==> src/rtl/tmr_pkg.sv <==
// Shared definitions for the capture/compare timer: register map,
// control word layout and output-mode encoding.
package tmr_pkg;
    typedef enum logic [2:0] {
        A_CTRL  = 3'd0,
        A_PRESC = 3'd1,
        A_COUNT = 3'd2,
        A_CMPA  = 3'd3,
        A_CMPB  = 3'd4,
        A_CAPT  = 3'd5,
        A_FLAGS = 3'd6
    } reg_addr_e;

    typedef enum logic [1:0] {
        OUT_OFF    = 2'd0,
        OUT_TOGGLE = 2'd1,
        OUT_PULSE  = 2'd2,
        OUT_RSVD   = 2'd3
    } out_mode_e;

    // Stored control word, 12 bits, MSB first.
    typedef struct packed {
        logic [1:0] cap_edge;  // [11:10] bit10 rising, bit11 falling
        out_mode_e  mode;      // [9:8]
        logic       clr_b;     // [7]
        logic       clr_a;     // [6]
        logic [2:0] sel;       // [5:3] fixed divide code
        logic       prog;      // [2] programmable divide
        logic       ext;       // [1] external event source
        logic       run;       // [0]
    } ctrl_t;

    localparam int CTL_W    = 12;
    localparam int CTL_ZERO = 12;   // write-only strobe bit
    localparam int FLAG_W   = 4;    // {match_b, match_a, capture, wrap}
endpackage

==> src/rtl/tmr_sync_edge.sv <==
// Synchroniser for one asynchronous pin.
// Assumes the pin is slower than clk. Outputs the synchronised level
// and its one-cycle-delayed copy so the caller can form edges.
module tmr_sync_edge #(
    parameter int STAGES = 2
) (
    input  logic clk,
    input  logic rst_n,
    input  logic pin,
    output logic lvl,
    output logic lvl_d
);
    logic [STAGES:0] chain_q;

    // Shift the pin through the synchroniser flops plus one history flop.
    always_ff @(posedge clk) begin
        if (!rst_n) chain_q <= '0;
        else        chain_q <= {chain_q[STAGES-1:0], pin};
    end

    assign lvl   = chain_q[STAGES-1];
    assign lvl_d = chain_q[STAGES];
endmodule

==> src/rtl/tmr_prescaler.sv <==
// Divides input pulses into counter ticks.
// Fixed mode uses a power-of-two table. Programmable mode divides by
// prog_m1+1. Assumes PRE_W >= 10 so a divide of 1024 fits.
module tmr_prescaler #(
    parameter int PRE_W = 12
) (
    input  logic             clk,
    input  logic             rst_n,
    input  logic             pulse_in,
    input  logic             zero,
    input  logic             prog,
    input  logic [2:0]       sel,
    input  logic [PRE_W-1:0] prog_m1,
    output logic             tick
);
    logic [PRE_W-1:0] pre_q;
    logic [PRE_W-1:0] fix_m1;
    logic [PRE_W-1:0] div_m1;

    // Map the fixed code to divide-minus-one.
    always_comb begin
        case (sel)
            3'd0:    fix_m1 = '0;
            3'd1:    fix_m1 = PRE_W'(7);
            3'd2:    fix_m1 = PRE_W'(63);
            3'd3:    fix_m1 = PRE_W'(255);
            default: fix_m1 = PRE_W'(1023);
        endcase
        div_m1 = prog ? prog_m1 : fix_m1;
        tick   = pulse_in && (pre_q >= div_m1);
    end

    // Count input pulses and restart on each emitted tick.
    always_ff @(posedge clk) begin
        if (!rst_n)        pre_q <= '0;
        else if (zero)     pre_q <= '0;
        else if (pulse_in) pre_q <= tick ? '0 : pre_q + PRE_W'(1);
    end
endmodule

==> src/rtl/tmr_counter.sv <==
// Main up-counter with two comparators.
// Matches are evaluated on the tick while the count equals a compare
// value. Software load wins over the zero strobe, which wins over a tick.
module tmr_counter #(
    parameter int CNT_W = 16
) (
    input  logic             clk,
    input  logic             rst_n,
    input  logic             tick,
    input  logic             zero,
    input  logic             ld,
    input  logic [CNT_W-1:0] ld_val,
    input  logic [CNT_W-1:0] cmp_a,
    input  logic [CNT_W-1:0] cmp_b,
    input  logic             clr_a_en,
    input  logic             clr_b_en,
    output logic [CNT_W-1:0] cnt,
    output logic             match_a,
    output logic             match_b,
    output logic             wrap,
    output logic             hit_zero
);
    logic [CNT_W-1:0] nxt;
    logic             clr_hit;

    // Decode matches, clear-on-match and the next count.
    always_comb begin
        match_a  = tick && (cnt == cmp_a);
        match_b  = tick && (cnt == cmp_b);
        clr_hit  = (clr_a_en && match_a) || (clr_b_en && match_b);
        nxt      = clr_hit ? '0 : cnt + CNT_W'(1);
        wrap     = tick && !clr_hit && (cnt == {CNT_W{1'b1}});
        hit_zero = tick && (nxt == '0);
    end

    // Count register update.
    always_ff @(posedge clk) begin
        if (!rst_n)    cnt <= '0;
        else if (ld)   cnt <= ld_val;
        else if (zero) cnt <= '0;
        else if (tick) cnt <= nxt;
    end
endmodule

==> src/rtl/capcmp_timer.sv <==
// Capture/compare timer top: register file, flags, capture, output pin.
// Assumes CNT_W >= 13 (control strobe fits the bus) and PRE_W <= CNT_W.
module capcmp_timer
    import tmr_pkg::*;
#(
    parameter int CNT_W       = 16,
    parameter int PRE_W       = 12,
    parameter int SYNC_STAGES = 2
) (
    input  logic             clk,
    input  logic             rst_n,
    input  logic             wr_en,
    input  logic [2:0]       wr_addr,
    input  logic [CNT_W-1:0] wr_data,
    input  logic [2:0]       rd_addr,
    output logic [CNT_W-1:0] rd_data,
    input  logic             irq_ack,
    input  logic             evt_pin,
    input  logic             cap_pin,
    output logic             tmr_out,
    output logic             irq
);
    localparam int DW = CNT_W;

    ctrl_t             ctrl_q;
    logic [PRE_W-1:0]  presc_q;
    logic [CNT_W-1:0]  cmpa_q, cmpb_q, capt_q;
    logic [FLAG_W-1:0] flags_q;
    logic              out_q;

    logic wr_ctrl, wr_presc, wr_count, wr_cmpa, wr_cmpb, wr_flags, soft_zero;
    logic evt_lvl, evt_lvl_d, cap_lvl, cap_lvl_d;
    logic evt_rise, cap_rise, cap_fall, cap_hit;
    logic pulse_in, cnt_tick;
    logic [CNT_W-1:0] cnt_q;
    logic match_a, match_b, wrap_evt, hit_zero;
    logic [FLAG_W-1:0] flag_set, flag_clr;
    logic [CTL_W-1:0]  ctrl_bits;

    // Write decode.
    always_comb begin
        wr_ctrl   = wr_en && (wr_addr == A_CTRL);
        wr_presc  = wr_en && (wr_addr == A_PRESC);
        wr_count  = wr_en && (wr_addr == A_COUNT);
        wr_cmpa   = wr_en && (wr_addr == A_CMPA);
        wr_cmpb   = wr_en && (wr_addr == A_CMPB);
        wr_flags  = wr_en && (wr_addr == A_FLAGS);
        soft_zero = wr_ctrl && wr_data[CTL_ZERO];
    end

    tmr_sync_edge #(.STAGES(SYNC_STAGES)) u_evt_sync (
        .clk(clk), .rst_n(rst_n), .pin(evt_pin), .lvl(evt_lvl), .lvl_d(evt_lvl_d));
    tmr_sync_edge #(.STAGES(SYNC_STAGES)) u_cap_sync (
        .clk(clk), .rst_n(rst_n), .pin(cap_pin), .lvl(cap_lvl), .lvl_d(cap_lvl_d));

    // Edge forming, count source selection and capture trigger.
    always_comb begin
        evt_rise = evt_lvl && !evt_lvl_d;
        cap_rise = cap_lvl && !cap_lvl_d;
        cap_fall = !cap_lvl && cap_lvl_d;
        pulse_in = ctrl_q.run && (ctrl_q.ext ? evt_rise : 1'b1);
        cap_hit  = (ctrl_q.cap_edge[0] && cap_rise) || (ctrl_q.cap_edge[1] && cap_fall);
    end

    tmr_prescaler #(.PRE_W(PRE_W)) u_presc (
        .clk(clk), .rst_n(rst_n), .pulse_in(pulse_in), .zero(soft_zero),
        .prog(ctrl_q.prog), .sel(ctrl_q.sel), .prog_m1(presc_q), .tick(cnt_tick));

    tmr_counter #(.CNT_W(CNT_W)) u_cnt (
        .clk(clk), .rst_n(rst_n), .tick(cnt_tick), .zero(soft_zero),
        .ld(wr_count), .ld_val(wr_data), .cmp_a(cmpa_q), .cmp_b(cmpb_q),
        .clr_a_en(ctrl_q.clr_a), .clr_b_en(ctrl_q.clr_b), .cnt(cnt_q),
        .match_a(match_a), .match_b(match_b), .wrap(wrap_evt), .hit_zero(hit_zero));

    // Configuration registers.
    always_ff @(posedge clk) begin
        if (!rst_n) begin
            ctrl_q  <= '0;
            presc_q <= '0;
            cmpa_q  <= '0;
            cmpb_q  <= '0;
        end else begin
            if (wr_ctrl)  ctrl_q  <= ctrl_t'(wr_data[CTL_W-1:0]);
            if (wr_presc) presc_q <= wr_data[PRE_W-1:0];
            if (wr_cmpa)  cmpa_q  <= wr_data;
            if (wr_cmpb)  cmpb_q  <= wr_data;
        end
    end

    // Hardware snapshot of the count.
    always_ff @(posedge clk) begin
        if (!rst_n)       capt_q <= '0;
        else if (cap_hit) capt_q <= cnt_q;
    end

    // Sticky flags: a new event outranks a clear in the same cycle.
    always_comb begin
        flag_set = {match_b, match_a, cap_hit, wrap_evt};
        flag_clr = (wr_flags ? wr_data[FLAG_W-1:0] : '0) | {FLAG_W{irq_ack}};
    end

    always_ff @(posedge clk) begin
        if (!rst_n) flags_q <= '0;
        else        flags_q <= (flags_q & ~flag_clr) | flag_set;
    end

    // Waveform output in toggle or pulse mode.
    always_ff @(posedge clk) begin
        if (!rst_n) out_q <= 1'b0;
        else begin
            case (ctrl_q.mode)
                OUT_TOGGLE: if (match_a) out_q <= !out_q;
                OUT_PULSE: begin
                    if (hit_zero)     out_q <= 1'b1;
                    else if (match_a) out_q <= 1'b0;
                end
                default:    out_q <= 1'b0;
            endcase
        end
    end

    // Read mux.
    always_comb begin
        ctrl_bits = ctrl_q;
        case (rd_addr)
            A_CTRL:  rd_data = DW'(ctrl_bits);
            A_PRESC: rd_data = DW'(presc_q);
            A_COUNT: rd_data = cnt_q;
            A_CMPA:  rd_data = cmpa_q;
            A_CMPB:  rd_data = cmpb_q;
            A_CAPT:  rd_data = capt_q;
            A_FLAGS: rd_data = DW'(flags_q);
            default: rd_data = '0;
        endcase
    end

    assign tmr_out = out_q;
    assign irq     = |flags_q;
endmodule

==> config.mk <==
export PLATFORM = sky130hd
export DESIGN_NAME = capcmp_timer
export DESIGN_NICKNAME = d
export VERILOG_FILES = /design/src/rtl/tmr_pkg.sv /design/src/rtl/tmr_sync_edge.sv /design/src/rtl/tmr_prescaler.sv /design/src/rtl/tmr_counter.sv /design/src/rtl/capcmp_timer.sv
export SDC_FILE = /design/constraint.sdc
export NUM_CORES = 1
export LEC_CHECK = 0
export BUFFER_PORTS_ARGS = -buffer_cell sky130_fd_sc_hd__buf_2
export CORE_MARGIN = 2
export CORE_UTILIZATION = 55
export DETAILED_ROUTE_END_ITERATION = 8
export PLACE_DENSITY_LB_ADDON = 0.25
export SKIP_CTS_REPAIR_TIMING = 1
export SLEW_MARGIN = 30
export SYNTH_ARGS = -nofsm -noshare
export SYNTH_HDL_FRONTEND = slang
export SYNTH_SLANG_ARGS = --single-unit
==> constraint.sdc <==
create_clock -name clk -period 2.9 [get_ports clk]
set_clock_uncertainty 0.15 [all_clocks]
set_input_delay 0.435 -clock clk [delete_from_list [all_inputs] [get_ports clk]]
set_output_delay 0.435 -clock clk [all_outputs]
set_load 0.02 [all_outputs]
==> flow_summary.yaml <==
run_status:
  status: "finished clean"
synth:
  yosys-top-cells-count: "163 x nand2_1, 111 x dfxtp_1, 91 x a21oi_1"
  synth_flop_cell: "dfxtp_1"
  synth.avg_cell_area_um2: 7.815
  syn_area_um2: 6284
  ys_types: 65
  synthDominantCellAreaShare_pct: 35.36
  yosysMostFrequentCell: "nand2_1"
  yosys_warnings: 0
  ys_seq_area_share_pct: 35.36
  synthTopCellsByArea: "dfxtp_1 35%, nand2_1 9.7%, a21oi_1 7.2%, xnor2_1 4.9%, mux2i_1 4.1%"
  async_flop_share_pct: 0
  syn-instance-count: 804
  yosys.area.top_type: "dfxtp_1"
  synth-edff-count: 0
  synth_fp_nets: 848
  synth_seq_cells: 111
worst_setup_path:
  crit_path_max_fanout: 6
  cp_slowest_cell: "or3_4"
  slowest_delay_ns: 0.42
  startpoint_type: "register"
  critPathRequiredTime_ns: 3.04
  cp-end-kind: "register"
  r2r-start: "ctrl_bits[4]"
  critPathKind: "reg2reg"
  crit_buf_inv: 2
  crit_family: "compound AO/OA/AOI/OAI gates"
  r2r_slack_ns: 0.04
  arrival_ns: 3.00
  reg2regPathDepth: 12
  r2r_end: "u_cnt.cnt[5]"
  path_cells: "or3_4 > o22ai_2 > ha_1 > a21o_1 > a221oi_4 > nor4_4 > or2_4 > a21oi_4 > buf_12 > buf_4 > nand3_2 > o21ai_2"
route:
  drc_errors: 0
  dr.pass1.iters: 5
  viasPerCell: 6.392
  vias: 6456
  drt-initial-drc-count: 779
  final_antenna_net_count: 0
  wirelength_mm: 20.62
  wl_per_cell_um: 20.42
global_routing:
  track_usage_pct: 32.85
  grt-busiest-layer: "met2"
  met1_usage_pct: 47.42
  grt_pass1_wl_mm: 31.68
  grt_pass1_vias: 5788
  grt_max_degree: 31
  gr-usage-met3_pct: 4.757
  antenna_found_initial: 0
  use_met2_pct: 50.27
  gr-total-overflow: 0
placement:
  port_buffers: 45
  gp_congestion: 0.9422
  hpwlAfterDp_mm: 14.73
  pre_cts_slack_ns: -0.1622
  placed_cell_area_um2: 6820
layout:
  multiInputGateArea_um2: 3938
  fin_nets: 906
  fillerInstances: 983
  drive_gt1_share_pct: 20.76
  synthToLayoutAreaGrowth_pct: 17.22
  finalInstanceArea_um2: 7366
  seq_area_um2: 2226
  diodes: 0
  fin_util_pct: 65.35
job:
  maxCapViolations: 0
floorplanning:
  rows: 39
  io_pins: 46
  fp.coreArea_um2: 11270
  die_area_um2: 12300
  fp.dieH_um: 110.9
  start_util_pct: 55.74
  die_w_um: 110.9
power:
  total_power_mw: 3.221
  power_density_nw_per_um2: 437.2
  ir_worst_vdd_uv: 309.2
  total_leakage_power_nw: 2.683
hold_path:
  hold_class: "in2reg"
  min-delay-start: "evt_pin"
  whs_endpoint: "u_evt_sync.chain_q[0]"
  min_path_cells: 2
sta:
  rsz0062_at_grt: "yes"
  slew-limit-headroom_pct: 42.73
  max_clock_freq_mhz: 349.5
  final_hold_viol_count: 0
  finalCriticalPeriod_ns: 2.861
  tightest_slew_ns: 0.8559
  finalWorstSetupSlack_ns: 0.03869
  drv_slew: 0
  hold-worst-slack_ns: 0.1310
  period_share_pct: 98.67
  setup_viol: 0
cts:
  cts.path.max_buffers: 2
  cts_max_level: 3
  cts_root_buffer: "clkbuf_16"
  cts_buffers: 9
  clock-sinks: 111
  worstSkewPairLatency_ns: 0.35
  cts_tree: "yes"
  clk_pin_slew_worst_paths_ns: 0.07
==> where the power goes <==
| group | switching (mW) | internal (mW) | total [mW] |
|---|---|---|---|
| clock | 0.564 | 0.632 | 1.20 |
| sequential | 0.0362 | 1.55 | 1.59 |
| combinational | 0.272 | 0.166 | 0.438 |
==> registers in the layout (all words and copies together) (netlist names) <==
register / count
capt_q: 16
cmpa_q: 16
cmpb_q: 16
u_cnt.cnt: 16
ctrl_bits: 12
presc_q: 12
u_presc.pre_q: 12
flags_q: 4
u_cap_sync.chain_q: 3
u_evt_sync.chain_q: 3
tmr_out: 1
==> how the worst max path moves through the flow <==
stage,startpoint,endpoint,cells past startpoint
after global placement,ctrl_bits[2],u_cnt.cnt[12],10
after CTS,ctrl_bits[2],u_cnt.cnt[12],10
after floorplan,ctrl_bits[2],u_cnt.cnt[0],11
final,ctrl_bits[4],u_cnt.cnt[5],12
after global routing,ctrl_bits[4],u_cnt.cnt[5],12
after detailed placement,ctrl_bits[2],u_cnt.cnt[12],10
==> metal layers <==
metal  share of wire [%]  up-vias
met2                  44      397
met3                 9.7       56
met5                   0        -
met4                 2.8        0
li1                    -     2961
met1                  43     3042
==> area by class of cell <==
cell class	instances	share of cell area, %
multi-input cells	625	53.46
flip-flops and latches	111	30.22
repair buffers	102	9.394
clock buffers	14	3.584
well taps	143	2.429
inverters	13	0.7134
clock inverters	2	0.2038
==> layout by cell type, fill, tap and decap left out, types with 14 or more instances in the layout <==
master and count:
a21oi_1 90, a221oi_1 14, a22oi_1 14, buf_2 45
buf_4 49, dfxtp_1 108, ha_1 16, mux2i_1 26
nand2_1 162, nand3_1 15, nand4_1 17, nor2_1 63
o21ai_0 21, xnor2_1 35
==> per-stage QoR <==
step                cells  setup TNS [ns]
finish               1010               0
global route         1010         -0.5874
CTS                  1002          -1.159
detailed placement    986         -0.9903
global placement      986         -0.1271
floorplan             804               0
==> cells by family after synthesis <==
| kind of cell | synth area share, % |
|---|---|
| adders and majority gates | 3.186 |
| xor gates and xnor gates | 5.854 |
| DFF | 35.36 |
| muxes | 5.934 |
| buffers and inverters | 4.659 |
| and+or+nand+nor | 23.75 |
| AOI/OAI and AO/OA | 21.25 |
No activity file was read; power rests on OpenSTA's default activity.
